$ cat src/rtl/blit_pkg.sv
package blit_pkg;
  localparam logic [7:0] ROP_SRC = 8'hCC;
  localparam logic [7:0] ROP_XOR = 8'h66;
  localparam logic [7:0] ROP_PAT = 8'hF0;

  localparam logic [3:0] IDX_COLOUR = 4'd0;
  localparam logic [3:0] IDX_ROP    = 4'd1;
  localparam logic [3:0] IDX_CMD    = 4'd2;
  localparam logic [3:0] IDX_PITCH  = 4'd3;
  localparam logic [3:0] IDX_BASE   = 4'd4;
  localparam logic [3:0] IDX_SRC0   = 4'd5;
  localparam logic [3:0] IDX_DST0   = 4'd6;
  localparam logic [3:0] IDX_DST1   = 4'd7;

  localparam int Y_LSB = 16;

  typedef enum logic [1:0] {ST_IDLE, ST_RD_S, ST_RD_D, ST_WR} blit_st_e;
endpackage

$ cat src/rtl/blit_regs.sv
module blit_regs
  import blit_pkg::*;
#(
  parameter int COORD_W = 16,
  parameter int DATA_W  = 32,
  parameter int ADDR_W  = 32
) (
  input  logic               clk,
  input  logic               rst,
  input  logic               we,
  input  logic [3:0]         addr,
  input  logic [31:0]        wdata,
  input  logic               busy,
  output logic [DATA_W-1:0]  colour,
  output logic [7:0]         rop,
  output logic               copy_mode,
  output logic               backward,
  output logic [COORD_W-1:0] pitch,
  output logic [ADDR_W-1:0]  base,
  output logic [COORD_W-1:0] sx0,
  output logic [COORD_W-1:0] sy0,
  output logic [COORD_W-1:0] dx0,
  output logic [COORD_W-1:0] dy0,
  output logic [COORD_W-1:0] dx1,
  output logic [COORD_W-1:0] dy1,
  output logic               launch,
  output logic               err
);
  always_ff @(posedge clk) begin
    if (rst) begin
      colour <= '0; rop <= ROP_SRC; copy_mode <= 1'b0; backward <= 1'b0;
      pitch <= '0; base <= '0;
      sx0 <= '0; sy0 <= '0; dx0 <= '0; dy0 <= '0; dx1 <= '0; dy1 <= '0;
      launch <= 1'b0; err <= 1'b0;
    end else begin
      launch <= 1'b0;
      if (we && busy) begin
        err <= 1'b1;
      end else if (we) begin
        case (addr)
          IDX_COLOUR: colour <= wdata[DATA_W-1:0];
          IDX_ROP:    rop <= wdata[7:0];
          IDX_CMD:    {backward, copy_mode} <= wdata[1:0];
          IDX_PITCH:  pitch <= wdata[COORD_W-1:0];
          IDX_BASE:   base <= wdata[ADDR_W-1:0];
          IDX_SRC0:   {sy0, sx0} <= {wdata[Y_LSB +: COORD_W], wdata[COORD_W-1:0]};
          IDX_DST0:   {dy0, dx0} <= {wdata[Y_LSB +: COORD_W], wdata[COORD_W-1:0]};
          IDX_DST1: begin
            {dy1, dx1} <= {wdata[Y_LSB +: COORD_W], wdata[COORD_W-1:0]};
            launch <= 1'b1;
          end
          default: ;
        endcase
      end
    end
  end


  cfg_frozen_chk: assert property (@(posedge clk) disable iff (rst)
    busy |=> ($stable(colour) && $stable(rop) && $stable(dx1) && $stable(dy1) && !launch));

  err_sticky_chk: assert property (@(posedge clk) disable iff (rst) err |=> err);
endmodule

$ cat src/rtl/blit_walker.sv
module blit_walker #(
  parameter int COORD_W = 16
) (
  input  logic               clk,
  input  logic               rst,
  input  logic               load,
  input  logic               step,
  input  logic               backward,
  input  logic [COORD_W-1:0] sx0,
  input  logic [COORD_W-1:0] sy0,
  input  logic [COORD_W-1:0] dx0,
  input  logic [COORD_W-1:0] dy0,
  input  logic [COORD_W-1:0] dx1,
  input  logic [COORD_W-1:0] dy1,
  output logic [COORD_W-1:0] sx,
  output logic [COORD_W-1:0] sy,
  output logic [COORD_W-1:0] dx,
  output logic [COORD_W-1:0] dy,
  output logic               last
);
  logic [COORD_W-1:0] inc;
  logic               row_end;

  assign inc     = backward ? '1 : COORD_W'(1);
  assign row_end = (dx == dx1);
  assign last    = row_end && (dy == dy1);

  always_ff @(posedge clk) begin
    if (rst) begin
      sx <= '0; sy <= '0; dx <= '0; dy <= '0;
    end else if (load) begin
      sx <= sx0; sy <= sy0; dx <= dx0; dy <= dy0;
    end else if (step) begin
      if (row_end) begin
        dx <= dx0;      sx <= sx0;
        dy <= dy + inc; sy <= sy + inc;
      end else begin
        dx <= dx + inc; sx <= sx + inc;
      end
    end
  end


  load_step_excl_chk: assert property (@(posedge clk) disable iff (rst) load |-> !step);
endmodule

$ cat src/rtl/blit_rop.sv
module blit_rop
  import blit_pkg::*;
#(
  parameter int DATA_W = 32
) (
  input  logic [7:0]        rop,
  input  logic              copy_mode,
  input  logic [DATA_W-1:0] src,
  input  logic [DATA_W-1:0] dst,
  input  logic [DATA_W-1:0] colour,
  output logic              need_dst,
  output logic [DATA_W-1:0] result
);
  logic [DATA_W-1:0] s_val;

  assign s_val    = copy_mode ? src : colour;
  assign need_dst = (rop == ROP_XOR);

  always_comb begin
    case (rop)
      ROP_XOR: result = s_val ^ dst;
      ROP_PAT: result = colour;
      default: result = s_val;
    endcase
  end
endmodule

$ cat src/rtl/blit_engine.sv
module blit_engine
  import blit_pkg::*;
#(
  parameter int COORD_W   = 16,
  parameter int PIX_BYTES = 4,
  parameter int ADDR_W    = 32
) (
  input  logic                   clk,
  input  logic                   rst,
  input  logic                   reg_we,
  input  logic [3:0]             reg_addr,
  input  logic [31:0]            reg_wdata,
  output logic                   busy,
  output logic                   err,
  output logic                   mem_req,
  output logic                   mem_we,
  output logic [ADDR_W-1:0]      mem_addr,
  output logic [PIX_BYTES*8-1:0] mem_wdata,
  input  logic [PIX_BYTES*8-1:0] mem_rdata,
  input  logic                   mem_ack
);
  localparam int DATA_W = PIX_BYTES * 8;

  logic [DATA_W-1:0]  colour, src_q, dst_q, result;
  logic [7:0]         rop;
  logic               copy_mode, backward, launch, need_dst, last, step;
  logic [COORD_W-1:0] pitch, sx0, sy0, dx0, dy0, dx1, dy1, sx, sy, dx, dy;
  logic [ADDR_W-1:0]  base;
  blit_st_e           state_q, first_st;

  blit_regs #(.COORD_W(COORD_W), .DATA_W(DATA_W), .ADDR_W(ADDR_W)) u_regs (
    .clk(clk), .rst(rst), .we(reg_we), .addr(reg_addr), .wdata(reg_wdata),
    .busy(busy), .colour(colour), .rop(rop), .copy_mode(copy_mode),
    .backward(backward), .pitch(pitch), .base(base),
    .sx0(sx0), .sy0(sy0), .dx0(dx0), .dy0(dy0), .dx1(dx1), .dy1(dy1),
    .launch(launch), .err(err));

  blit_walker #(.COORD_W(COORD_W)) u_walk (
    .clk(clk), .rst(rst), .load(launch), .step(step), .backward(backward),
    .sx0(sx0), .sy0(sy0), .dx0(dx0), .dy0(dy0), .dx1(dx1), .dy1(dy1),
    .sx(sx), .sy(sy), .dx(dx), .dy(dy), .last(last));

  blit_rop #(.DATA_W(DATA_W)) u_rop (
    .rop(rop), .copy_mode(copy_mode), .src(src_q), .dst(dst_q),
    .colour(colour), .need_dst(need_dst), .result(result));

  function automatic logic [ADDR_W-1:0] pix_addr(input logic [COORD_W-1:0] x,
                                                 input logic [COORD_W-1:0] y);
    logic [ADDR_W-1:0] lin;
    lin = ADDR_W'(y) * ADDR_W'(pitch) + ADDR_W'(x);
    return base + lin * ADDR_W'(PIX_BYTES);
  endfunction

  assign first_st = copy_mode ? ST_RD_S : (need_dst ? ST_RD_D : ST_WR);
  assign step     = (state_q == ST_WR) && mem_ack;
  assign busy     = launch || (state_q != ST_IDLE);

  always_ff @(posedge clk) begin
    if (rst) begin
      state_q <= ST_IDLE;
      src_q   <= '0;
      dst_q   <= '0;
    end else begin
      case (state_q)
        ST_IDLE: if (launch) state_q <= first_st;
        ST_RD_S: if (mem_ack) begin
          src_q   <= mem_rdata;
          state_q <= need_dst ? ST_RD_D : ST_WR;
        end
        ST_RD_D: if (mem_ack) begin
          dst_q   <= mem_rdata;
          state_q <= ST_WR;
        end
        ST_WR: if (mem_ack) state_q <= last ? ST_IDLE : first_st;
        default: state_q <= ST_IDLE;
      endcase
    end
  end

  assign mem_req   = (state_q != ST_IDLE);
  assign mem_we    = (state_q == ST_WR);
  assign mem_addr  = (state_q == ST_RD_S) ? pix_addr(sx, sy) : pix_addr(dx, dy);
  assign mem_wdata = result;


  busy_fall_chk: assert property (@(posedge clk) disable iff (rst)
    $fell(busy) |-> $past(mem_ack && mem_we));

  launch_req_chk: assert property (@(posedge clk) disable iff (rst)
    launch |=> mem_req);

  req_hold_chk: assert property (@(posedge clk) disable iff (rst)
    (mem_req && !mem_ack) |=> (mem_req && $stable(mem_addr) && $stable(mem_we) && $stable(mem_wdata)));

  rd_after_wr_chk: assert property (@(posedge clk) disable iff (rst)
    (mem_req && mem_we && mem_ack && busy) |=> (!mem_req || !$past(last) || !busy));
endmodule

$ cat config.mk
export PLATFORM = sky130hd
export DESIGN_NAME = blit_engine
export DESIGN_NICKNAME = d
export VERILOG_FILES = /design/src/rtl/blit_pkg.sv /design/src/rtl/blit_regs.sv /design/src/rtl/blit_walker.sv /design/src/rtl/blit_rop.sv /design/src/rtl/blit_engine.sv
export SDC_FILE = /design/constraint.sdc
export NUM_CORES = 2
export LEC_CHECK = 0
export BUFFER_PORTS_ARGS = -buffer_cell sky130_fd_sc_hd__clkbuf_2
export CORE_MARGIN = 4
export CORE_UTILIZATION = 30
export CTS_CLUSTER_SIZE = 40
export DETAILED_ROUTE_END_ITERATION = 8
export PLACE_DENSITY = 0.43
export SLEW_MARGIN = 0
export SYNTH_ARGS = -nofsm -noshare
export SYNTH_HDL_FRONTEND = slang
export SYNTH_SLANG_ARGS = --single-unit
export TNS_END_PERCENT = 20
$ cat constraint.sdc
create_clock -name clk -period 11.5 [get_ports clk]
set_input_delay 0 -clock clk [delete_from_list [all_inputs] [get_ports clk]]
set_output_delay 0 -clock clk [all_outputs]
set_load 0.005 [all_outputs]
==> impl_summary.md <==
Timing
Setup violations remaining at the end of the flow were counted as 0. Summed over all failing endpoints, the final setup total negative slack is 0 ps. On the final layout, the worst hold slack is 53.0 ps. The share of the cycle needed by the critical path after routing is 0.907.

Setup repair after global routing left no endpoint under its margin. For the pin with the worst max-slew slack, the measured transition is 1340 ps. Measured against its own limit, the worst slew margin works out to 0.107. The clock period could shrink to 10430 ps. The clock skew after layout is 27.1 ps. The final-report hold violation count is 0. The final number of max-transition violations was 0. Static timing analysis puts the maximum clock frequency at 95.9 MHz.

Global route
The via count of the first global-routing pass is 29700. The residual overflow from global routing is 0. Entering global routing, the biggest net connects 188 pins.

The total routing usage reported by global routing is 0.202. The wire length of the first global-routing pass is 188000 µm. The initial antenna violation count is 7.

Detailed routing
The final layout contains routed wiring with a total length of 124000 µm. The routed via count is 29200. The violation count after the first detailed-routing iteration is 1821. The via density per instance is 4.83. The first TritonRoute pass finished after 5 iterations. For this run, design rule violations remaining after detail routing come to 0.

The detail route stage leaves a number of antenna-violating nets equal to 0. The routed length per placed instance is 20.5 µm.

Power
In this run the power density over the cells is 82.7 nW/µm². The largest voltage drop on the vdd net is 0.0880 mV. After layout, the design draws a total of 3260 µW.

The static leakage power is 0.0179 µW.

Place
Buffers placed on the I/O ports in this run total 139. The HPWL after detailed placement is 92300 µm. The total instance count after detailed placement is 5890. At the end of routability-driven placement, the weighted congestion stood at 0.850.

Setup path
In this run the critical register-to-register path is launched from u_regs.backward. The critical path contains buffers and inverters numbering 6 combined. At the worst endpoint, the arrival time is 10430 ps. The critical setup path kind is flip-flop to output pin. In this design, the critical path's most frequently occurring cell is sky130_fd_sc_hd__fa_1. The cell class contributing the biggest share of worst-path delay is adder cells.

The stage delay of the slowest cell on the critical path is 1080 ps. Data on the critical path is required at its endpoint by 11500 ps. The largest individual stage delay along the critical path comes from the cell sky130_fd_sc_hd__dfxtp_1. The worst setup path is captured at an output pin. The maximum fanout along the worst path is 19. The launching instance or port of the critical path is u_walk.dy[7]. The nature of the critical path startpoint is a flip-flop.

Die
Measured along the x axis, the die boundary spans 349 µm. In this run the core area contains 124 standard-cell rows. For this configuration, the core starts out at a cell density of 0.304. The count of boundary I/O pins is 140. The area inside the core boundary is 115000 µm². The die covers 122000 µm². The height of the chip is 349 µm.

Clock tree
The number of clock sinks is 318. TritonCTS built the clock tree. The H-tree generated during clock tree synthesis spans 2 levels.

The insertion delay of the later-clocked pin in the worst-skew pair is 600 ps. TritonCTS created 42 clock buffers. The post-cts gate resize count is 0. Counting along the longest clock path gives a buffer depth of 3. The number of setup buffers added after CTS is 0.

The hold buffer count at cts is 68. The clock slew seen by the registers of the worst setup and hold paths is 60 ps. Clock tree synthesis selected as its root buffer the cell sky130_fd_sc_hd__clkbuf_16.

Yosys
The synthesized design contains 318 register bits. The synthesized netlist occupies a cell area of 34900 µm². Each instance of the synthesized netlist takes up on average 7.91 µm². The fraction of the yosys area taken by sequential cells is 0.182.

The count of flip-flops with a built-in enable after synthesis is 0. The synthesized netlist cell count is 4412. The largest total area in the synthesized netlist belongs to sky130_fd_sc_hd__fa_1. During synthesis, Yosys emitted a total of 0 warnings. After synthesis, the netlist uses 67 different library cells.

Of the post-synthesis cell area, the dominant cell type holds 0.243. The total nets after synthesis is 5186. Sorting the synthesized cells by area gives the leading types as sky130_fd_sc_hd__fa_1 (24%), sky130_fd_sc_hd__dfxtp_1 (18%), sky130_fd_sc_hd__ha_1 (10%), sky130_fd_sc_hd__nand2_1 (9.8%), sky130_fd_sc_hd__inv_1 (6.7%).

For this run, the leading register cell type out of synthesis is sky130_fd_sc_hd__dfxtp_1. The fraction of registers with async set or reset after synthesis is 0.

Finish
The net count of the finished layout is 5264. Compared with the post-synthesis result, the final layout area differs by 12.9%. In the final layout, the share of cells above drive strength 1 is 0.0688. Across the whole layout, storage elements account for 6370 µm². The library cell used most frequently in the layout, excluding fill and tap cells, is sky130_fd_sc_hd__nand2_1. The number of non-filler instances in the completed layout is 6036. Leaving out fill and tap cells, the most frequent cells in the layout are sky130_fd_sc_hd__nand2_1 (909), sky130_fd_sc_hd__inv_1 (621), sky130_fd_sc_hd__fa_1 (423). The area of combinational cells with multiple inputs is 25300 µm². The fill cell total of the finished layout is 12300.

Min path
The launch instance of the worst min-delay path is reg_addr[3]. The worst hold path belongs to the class input port to flip-flop.

Run status
The flow ran to the end, and the final reports show no timing, DRC or antenna violations.

Run
Max-cap violations in this run came to 0.
layout make-up:
cell class | count | share of cell area
multi-input combinational | 3230 | 0.643
sequential | 318 | 0.162
inverter | 622 | 0.0593
timing repair buffer | 276 | 0.0487
tap | 1512 | 0.0480
clock buffer | 62 | 0.0319
clock inverter | 13 | 0.00715
antenna | 3 | 0.000191
cell usage after synthesis, drive strengths merged, types with 19 or more instances:
| master | instances |
|---|---|
| nand2 | 910 |
| inv | 622 |
| fa | 423 |
| a21oi | 409 |
| dfxtp | 318 |
| ha | 279 |
| and2 | 239 |
| clkbuf | 236 |
| nor2 | 170 |
| o21ai | 139 |
| xnor2 | 120 |
| xor2 | 72 |
| a21o | 45 |
| nor3 | 44 |
| o211ai | 32 |
| nand3 | 29 |
| nor2b | 26 |
| a211oi | 24 |
| nor3b | 23 |
| a31oi | 19 |
layer usage:
layer / up-vias / wire [µm] / GRT usage / part of all wire
met4: 0 / 2910 / 0.0475 / 0.024
met1: 14300 / 59100 / 0.284 / 0.48
li1: 14100 / - / - / -
met5: - / 0 / 0 / 0
met2: 572 / 56300 / 0.330 / 0.45
met3: 118 / 5610 / 0.0269 / 0.045
worst register-to-register path, delay by kind of cell, from the launching register on:
kind	cells	cell delay, ps
xor+xnor	1	170
fa+ha+maj	1	580
flops	1	970
mux	1	80
simple gates	2	260
compound gates	7	2460
buf+inv	1	610
final timing paths:
check,depth (start not counted),to,slack [ps]
worst max-delay path,32,mem_addr[29],1070
worst min-delay path,5,u_regs.backward,50
worst max register to register,13,u_walk.sy[14],6280
worst min register to register,2,u_regs.dx0[14],450
state kept, by name, summed over array words and instances, names as in the netlist:
name	flops
u_regs.launch	1
dst_q	32
u_regs.dy0	16
u_regs.dx1	16
u_regs.colour	32
u_regs.sx0	16
u_regs.dx0	16
u_regs.backward	1
u_regs.pitch	16
u_walk.dx	16
u_regs.rop	8
u_regs.dy1	16
u_regs.sy0	16
u_walk.sy	16
u_regs.err	1
u_regs.base	32
u_walk.sx	16
u_regs.copy_mode	1
state_q	2
src_q	32
u_walk.dy	16
kinds of logic (layout without fill, tap and decap cells):
logic type                 count (synthesis)  in the layout  share of synthesized area
and+or+nand+nor                         1527           1527                      0.196
other                                      0              3                          0
AOI/OAI and AO/OA                        798            798                      0.135
DFF                                      318            318                      0.182
buffers and inverters                    864            973                     0.0932
xor gates and xnor gates                 192            192                     0.0482
muxes                                     11             11                    0.00316
adders and majority gates                702            702                      0.343
where the power goes:
| group | total [µW] | leakage, µW | internal [µW] | switching [µW] |
|---|---|---|---|---|
| clock | 1470 | 0.000742 | 896 | 572 |
| sequential | 1220 | 0.00257 | 1150 | 73.2 |
| combinational | 567 | 0.0146 | 182 | 385 |
| total | 3260 | 0.0179 | 2230 | 1030 |
through the flow:
stage	cell area [µm²]	utilization	setup WS, ps
5_1_grt	39400	0.343	718
3_3_place_gp	37200	0.323	1980
6_report	39400	0.343	1070
4_1_cts	39400	0.343	1240
3_5_place_dp	37200	0.323	1960
2_1_floorplan	34900	-	3590
Power figures use the tool's default switching activity.
